<file path="config.mk">
export PLATFORM = sky130hd
export DESIGN_NAME = ser_sample_port
export DESIGN_NICKNAME = d
export VERILOG_FILES = /design/src/rtl/ser_port_pkg.sv /design/src/rtl/ser_sync_in.sv /design/src/rtl/ser_frame_timer.sv /design/src/rtl/ser_word_shifter.sv /design/src/rtl/ser_sample_port.sv
export SDC_FILE = /design/constraint.sdc
export NUM_CORES = 1
export LEC_CHECK = 0
export ABC_AREA = 1
export BUFFER_PORTS_ARGS = -buffer_cell sky130_fd_sc_hd__buf_2
export CAP_MARGIN = 20
export CORE_ASPECT_RATIO = 1.4
export CORE_MARGIN = 1.5
export CORE_UTILIZATION = 51
export CTS_CLUSTER_DIAMETER = 100
export DETAILED_ROUTE_END_ITERATION = 8
export PLACE_DENSITY = 0.75
export SYNTH_ARGS = -nofsm -noshare
export SYNTH_HDL_FRONTEND = slang
export SYNTH_SLANG_ARGS = --single-unit
</file>
<file path="constraint.sdc">
create_clock -name clk -period 1.5 [get_ports clk]
set_input_delay 0.075 -clock clk [delete_from_list [all_inputs] [get_ports clk]]
set_output_delay 0.075 -clock clk [all_outputs]
set_load 0.02 [all_outputs]
</file>
<file path="src/rtl/ser_port_pkg.sv">
package ser_port_pkg;
  typedef enum logic {
    SRC_FINAL = 1'b0,
    SRC_COMB  = 1'b1
  } src_e;
endpackage

</file>
<file path="src/rtl/ser_sync_in.sv">
module ser_sync_in (
  input  logic clk,
  input  logic rst,
  input  logic ext_sync,
  output logic restart
);
  logic smp_fall;
  logic smp_prev;

  // external sync is captured on the falling master edge
  always_ff @(negedge clk) begin
    if (rst) smp_fall <= 1'b0;
    else     smp_fall <= ext_sync;
  end

  always_ff @(posedge clk) begin
    if (rst) smp_prev <= 1'b0;
    else     smp_prev <= smp_fall;
  end

  assign restart = smp_fall & ~smp_prev;
endmodule

</file>
<file path="src/rtl/ser_frame_timer.sv">
module ser_frame_timer
  import ser_port_pkg::*;
#(
  parameter int WORD_W     = 16,
  parameter int FINAL_DIV  = 4,
  parameter int COMB_DIV   = 2,
  parameter int FINAL_BITS = 32,
  parameter int COMB_BITS  = 16
) (
  input  logic clk,
  input  logic rst,
  input  logic restart,
  input  logic sel_comb,
  input  logic fmt_word,
  output logic sclk_o,
  output logic fsync_o,
  output logic load_stb,
  output logic shift_stb,
  output src_e mode_cur
);
  localparam int FINAL_LEN = FINAL_DIV * FINAL_BITS;
  localparam int COMB_LEN  = COMB_DIV * COMB_BITS;
  localparam int CNT_W     = $clog2(FINAL_LEN);

  logic [CNT_W-1:0] cnt;
  logic [CNT_W-1:0] last;
  logic [CNT_W-1:0] sub;
  logic [CNT_W-1:0] bidx;
  logic [CNT_W-1:0] half;
  logic             fmt_cur;
  logic             fmt_eff;
  logic             at_last;

  always_comb begin
    if (mode_cur == SRC_COMB) begin
      sub  = cnt % CNT_W'(COMB_DIV);
      bidx = cnt / CNT_W'(COMB_DIV);
      half = CNT_W'(COMB_DIV / 2);
      last = CNT_W'(COMB_LEN - 1);
    end else begin
      sub  = cnt % CNT_W'(FINAL_DIV);
      bidx = cnt / CNT_W'(FINAL_DIV);
      half = CNT_W'(FINAL_DIV / 2);
      last = CNT_W'(FINAL_LEN - 1);
    end
    at_last   = (cnt == last);
    fmt_eff   = fmt_cur & (mode_cur == SRC_FINAL);
    load_stb  = (cnt == '0);
    shift_stb = (sub == '0) && (cnt != '0);
  end

  always_ff @(posedge clk) begin
    if (rst) begin
      cnt      <= '0;
      mode_cur <= src_e'(sel_comb);
      fmt_cur  <= fmt_word;
      sclk_o   <= 1'b0;
      fsync_o  <= 1'b0;
    end else begin
      sclk_o  <= (sub < half);
      fsync_o <= fmt_eff ? (bidx >= CNT_W'(WORD_W)) : (bidx == '0);
      if (restart || at_last) begin
        cnt      <= '0;
        mode_cur <= src_e'(sel_comb);
        fmt_cur  <= fmt_word;
      end else begin
        cnt <= cnt + 1'b1;
      end
    end
  end

  AST_COMB_CNT_RANGE: assert property (@(posedge clk) disable iff (rst)
    (mode_cur == SRC_COMB) |-> (cnt <= CNT_W'(COMB_LEN - 1)));

  AST_RESTART_ZERO: assert property (@(posedge clk) disable iff (rst)
    restart |=> (cnt == '0));

  AST_MODE_AT_EDGE: assert property (@(posedge clk) disable iff (rst)
    !$stable(mode_cur) |-> (cnt == '0));

  AST_FMT_AT_EDGE: assert property (@(posedge clk) disable iff (rst)
    !$stable(fmt_cur) |-> (cnt == '0));
endmodule

</file>
<file path="src/rtl/ser_word_shifter.sv">
module ser_word_shifter
  import ser_port_pkg::*;
#(
  parameter int WORD_W = 16,
  parameter int N_SRC  = 2
) (
  input  logic                          clk,
  input  logic                          rst,
  input  logic [N_SRC-1:0][WORD_W-1:0] src_data,
  input  logic [N_SRC-1:0]              src_vld,
  input  src_e                          mode_cur,
  input  logic                          load_stb,
  input  logic                          shift_stb,
  output logic                          sdata_o
);
  logic [WORD_W-1:0] hold [N_SRC];
  logic [WORD_W-1:0] sr;
  logic [WORD_W-1:0] load_word;

  for (genvar s = 0; s < N_SRC; s++) begin : g_hold
    always_ff @(posedge clk) begin
      if (rst)             hold[s] <= '0;
      else if (src_vld[s]) hold[s] <= src_data[s];
    end
  end

  assign load_word = (mode_cur == SRC_COMB) ? hold[1] : hold[0];

  always_ff @(posedge clk) begin
    if (rst)            sr <= '0;
    else if (load_stb)  sr <= load_word;
    else if (shift_stb) sr <= {sr[WORD_W-2:0], 1'b0};
  end

  assign sdata_o = sr[WORD_W-1];

  AST_STB_EXCL: assert property (@(posedge clk) disable iff (rst)
    $onehot0({load_stb, shift_stb}));

  AST_SHIFT_HOLDS: assert property (@(posedge clk) disable iff (rst)
    (!load_stb && !shift_stb) |=> $stable(sr));
endmodule

</file>
<file path="src/rtl/ser_sample_port.sv">
module ser_sample_port
  import ser_port_pkg::*;
#(
  parameter int WORD_W     = 16,
  parameter int FINAL_DIV  = 4,
  parameter int COMB_DIV   = 2,
  parameter int FINAL_BITS = 32,
  parameter int COMB_BITS  = 16
) (
  input  logic              clk,
  input  logic              rst,
  input  logic              sel_comb,
  input  logic              fmt_word,
  input  logic [WORD_W-1:0] fir_data,
  input  logic              fir_vld,
  input  logic [WORD_W-1:0] comb_data,
  input  logic              comb_vld,
  input  logic              ext_sync,
  input  logic              oe_n,
  output logic              sclk,
  output logic              fsync,
  output logic              sdata,
  output logic              sdata_oe
);
  logic restart;
  logic load_stb;
  logic shift_stb;
  src_e mode_cur;

  ser_sync_in u_sync (
    .clk      (clk),
    .rst      (rst),
    .ext_sync (ext_sync),
    .restart  (restart)
  );

  ser_frame_timer #(
    .WORD_W     (WORD_W),
    .FINAL_DIV  (FINAL_DIV),
    .COMB_DIV   (COMB_DIV),
    .FINAL_BITS (FINAL_BITS),
    .COMB_BITS  (COMB_BITS)
  ) u_timer (
    .clk       (clk),
    .rst       (rst),
    .restart   (restart),
    .sel_comb  (sel_comb),
    .fmt_word  (fmt_word),
    .sclk_o    (sclk),
    .fsync_o   (fsync),
    .load_stb  (load_stb),
    .shift_stb (shift_stb),
    .mode_cur  (mode_cur)
  );

  ser_word_shifter #(
    .WORD_W (WORD_W),
    .N_SRC  (2)
  ) u_shift (
    .clk       (clk),
    .rst       (rst),
    .src_data  ({comb_data, fir_data}),
    .src_vld   ({comb_vld, fir_vld}),
    .mode_cur  (mode_cur),
    .load_stb  (load_stb),
    .shift_stb (shift_stb),
    .sdata_o   (sdata)
  );

  // enable path bypasses every register
  assign sdata_oe = ~oe_n;
endmodule

</file>
==> results <==
- For the final routed database, the setup TNS stands at -1291 ps.
- The clock transition time at the flip-flop clock pins of the worst setup and hold paths is about 70 ps.
- The post-synthesis net count is 429.
- The die is around 68 um wide.
- The starting density of the core is 0.5375.
- The number of nets in the layout is 485.
- The final design utilization is 0.6421.
- The clock arrives with 47.85 ps of skew.
- The sum of routed wire length over all layers is 5629 um.
- Along the worst path, the maximum fanout reaches 8.
- The first-pass detailed-route iteration total is 4.
- The CTS tree is built.
- From synthesis to final layout, the design area changed by 19.45%.
- The startpoint type of the worst setup path is a flip-flop.
- Of the total synthesized cell area, the portion taken by AND, OR, NAND and NOR gates is 0.2932.
- Counting flops and latches in the post-synthesis netlist gives 61.
- Yosys printed 0 warnings.
- The via count normalized by instance count is 4.779.
- The final instance count without filler cells is between 500 and 600.
- Setup slack on the worst reg-to-reg path comes out at -210 ps.
- After filler insertion, the fill cell instance count of the layout stands at 484.
- The worst hold slack is 35.94 ps.
- The worst-skew pair later-pin latency is 380 ps.
- The mean post-synth cell area is 7.750 um2.
- The global placer's final weighted congestion is 0.7986.
- Summed over all instances, the cell type with the most area after synthesis is sky130_fd_sc_hd__edfxtp_1.
- The routed wirelength normalized by instance count is 10.93 um.
- The global routing stage identified its most utilized layer as met2.
- The number of standard-cell rows in the floorplan is 32.
- The placed instances occupy a cell area of 3287 um2.
- The critical path arrival is approximately 1800 ps.
- Entering global routing, the biggest net connects 26 pins.
- The die is around 94 um tall.
- The initial antenna violation count came to 0.
- The synthesized netlist occupies a cell area of 2992 um2.
- The wire-length estimate of the detail-placed layout is approximately 4000 um.
- The share of synthesized area in the top cell type comes to 0.3413.
- The run finished, with violations left.
- 44 I/O pins were placed.
- The first global-routing pass estimated 9729 um of wire.
- The port buffer count is 43.
- In the final layout, the multi-input gates occupy 1045 um2.
- Prior to clock tree synthesis, the placed netlist has a worst setup slack of -214.7 ps.
- The dominant combinational cell family by area after synthesis is simple AND/OR/NAND/NOR gates.
- The final-report max-slew violation count is 0.
- Of the total synthesized cell area, the portion taken by XOR and XNOR cells is 0.005855.
- The final hold violation count is 0.
- 0 antenna diodes ended up in the layout.
- In the layout the commonest cells are sky130_fd_sc_hd__nand2_1, sky130_fd_sc_hd__inv_1, sky130_fd_sc_hd__nand3_1.
- The worst setup path is captured at a flip-flop.
- The DRC violation total after the first TritonRoute iteration is between 70 and 80.
- The clock net in this run drives a total of 61 sinks.
- The post-synthesis share of cell area spent on full adders, half adders and majority gates is 0.01255.
- The commonest non-fill, non-tap cell in the layout is sky130_fd_sc_hd__nand2_1.
- The kind of path behind the tightest hold check is in -> reg.
- The start-to-end type of the worst setup path is reg -> reg.
- The transition time at the pin with the least slew margin is 367.0 ps.
- The final design instance area without fill is 3573 um2.
- The total overflow left after global routing is 0.
- The met2 usage in global routing is 0.3505.
- The cell count after placement is 492.
- The cell chosen for the clock root is sky130_fd_sc_hd__clkbuf_8.
- After layout, the worst setup slack is -209.1 ps.
- The share of cells above drive strength 1 is 0.1924.
- The clock buffer count from CTS is 9.
- After detailed routing, the number of remaining DRC violations is 0.
- Max-cap violations in this run came to 0.
- The share of synthesized area spent on multiplexers is 0.
- The via count of the first global-routing pass came to about 2.4k.
- In this run the standard cell core region covers 5565 um2.
- The floorplan step defined a die boundary enclosing 6341 um2.
- The register area is between 1500 and 2000 um2.
- The post-synthesis cell type count is 22.
- For this run, the register share of the synthesized area comes to 0.5220.
- The synthesized-area fraction occupied by ao, oa, aoi and oai cells is 0.03513.
- The final-report setup violation count is 9.
- Across every metal layer, demand over resource in global routing totals 0.2057.
- The count of nets left with antenna violations once routing finished came out at 0.
- The total design power is just over 4 mW.
- The checks that failed: setup timing.
- Across the VDD grid, the largest voltage drop is 654.4 uV.
- Dividing total power by cell area gives a power density of about 1200 nW/um2.
- At the worst endpoint, the required time is approximately 1600 ps.
- The relative max-transition margin is 0.7553.
- The H-tree was split into 3 levels.
- The overall via count from detail_route is ~2.5k.
- For met1 alone, demand over resource in global routing was 0.2239.
- Synthesis produced 386 cells.
- The static leakage is 1.845 nW.
- The maximum clock insertion buffer count is 2.
- Setup repair after global routing could not meet its margin everywhere.
- The met3 demand-to-capacity share in global routing is 0.05295.
- Yosys attributes the largest share of cell area to sky130_fd_sc_hd__edfxtp_1, sky130_fd_sc_hd__dfxtp_1, sky130_fd_sc_hd__nand2_1, sky130_fd_sc_hd__inv_1, sky130_fd_sc_hd__nand3_1.
[kinds of logic after synthesis]
kind of cell	count (synthesis)
AND/OR/NAND/NOR	204
AO/OA/AOI/OAI	21
buffers and inverters	95
XOR/XNOR	2
flip-flops	61
adder cells (fa/ha/maj)	3
[Yosys cell counts]
master                      n
sky130_fd_sc_hd__buf_6      2
sky130_fd_sc_hd__ha_1       3
sky130_fd_sc_hd__nand2_1   96
sky130_fd_sc_hd__buf_4      3
sky130_fd_sc_hd__edfxtp_1  34
sky130_fd_sc_hd__o21ai_1    2
sky130_fd_sc_hd__nor2_4     2
sky130_fd_sc_hd__xor2_1     2
sky130_fd_sc_hd__nand2_2    1
sky130_fd_sc_hd__nor2_1    47
sky130_fd_sc_hd__nor2_2     1
sky130_fd_sc_hd__nand3_2    1
sky130_fd_sc_hd__dfxtp_1   27
sky130_fd_sc_hd__nor3_1     1
sky130_fd_sc_hd__clkbuf_1   2
sky130_fd_sc_hd__nand3_1   51
sky130_fd_sc_hd__or2_2      2
sky130_fd_sc_hd__a21oi_1   19
sky130_fd_sc_hd__buf_2      8
sky130_fd_sc_hd__inv_1     76
sky130_fd_sc_hd__nand2_4    2
sky130_fd_sc_hd__inv_2      4
[flip-flops by register name (all words and copies together), names as in the netlist]
signal            cells
u_sync.smp_prev       1
u_sync.smp_fall       1
u_timer.cnt           7
u_timer.fsync_o       1
u_timer.mode_cur      1
u_shift.hold         32
u_timer.fmt_cur       1
u_timer.sclk_o        1
u_shift.sr           16
[area by class of cell]
class | instances | area share
Clock buffer | 10 | 0.03571
Tap cell | 68 | 0.02381
Clock inverter | 7 | 0.02241
Timing Repair Buffer | 60 | 0.1050
Inverter | 79 | 0.08298
Multi-Input combinational cell | 230 | 0.2924
Sequential cell | 61 | 0.4377
[final timing paths]
check / cells after the start / startpoint / endpoint
worst min-delay path: 3 / comb_data[8] / u_shift.hold[1][8]$_SDFFCE_PN0P_
worst min register to register: 1 / u_timer.cnt[0]$_SDFF_PP0_ / u_timer.cnt[0]$_SDFF_PP0_
worst max-delay path: 4 / u_sync.smp_fall$_SDFF_NP0_ / u_timer.fmt_cur$_DFFE_PP_
worst max register to register: 4 / u_sync.smp_fall$_SDFF_NP0_ / u_timer.fmt_cur$_DFFE_PP_
[worst max-delay path: stages (launching register included)]
cell and delay (ps):
sky130_fd_sc_hd__dfxtp_1 300, sky130_fd_sc_hd__inv_1 40, sky130_fd_sc_hd__nor2_1 110, sky130_fd_sc_hd__nor2_2 70
sky130_fd_sc_hd__nand2_4 110
[where the power goes]
group          switching, mW  total (mW)  leakage [nW]  internal (mW)
Combinational          0.364       0.624          1.15          0.260
Sequential            0.0617        1.98         0.588           1.92
Clock                  0.616        1.54         0.111          0.921
Total                   1.04        4.14          1.85           3.10
[per-layer routing]
metal  routed length, um  part of all wire  vias to the layer above
met2                2884              0.51                       60
met5                   0                 0                        -
met1                2333              0.41                     1093
li1                    -                 -                     1292
met3                 236             0.042                       16
met4                 174             0.031                        0
[repair_timing]
item                                    CTS  global route
endpoints found under the setup margin    9            25
setup buffers                             1             3
pin swaps                                 1             4
hold buffers                              3             0
gates resized for setup                   0             4
endpoints found under the hold margin     3             0
Power figures use the tool's default switching activity.
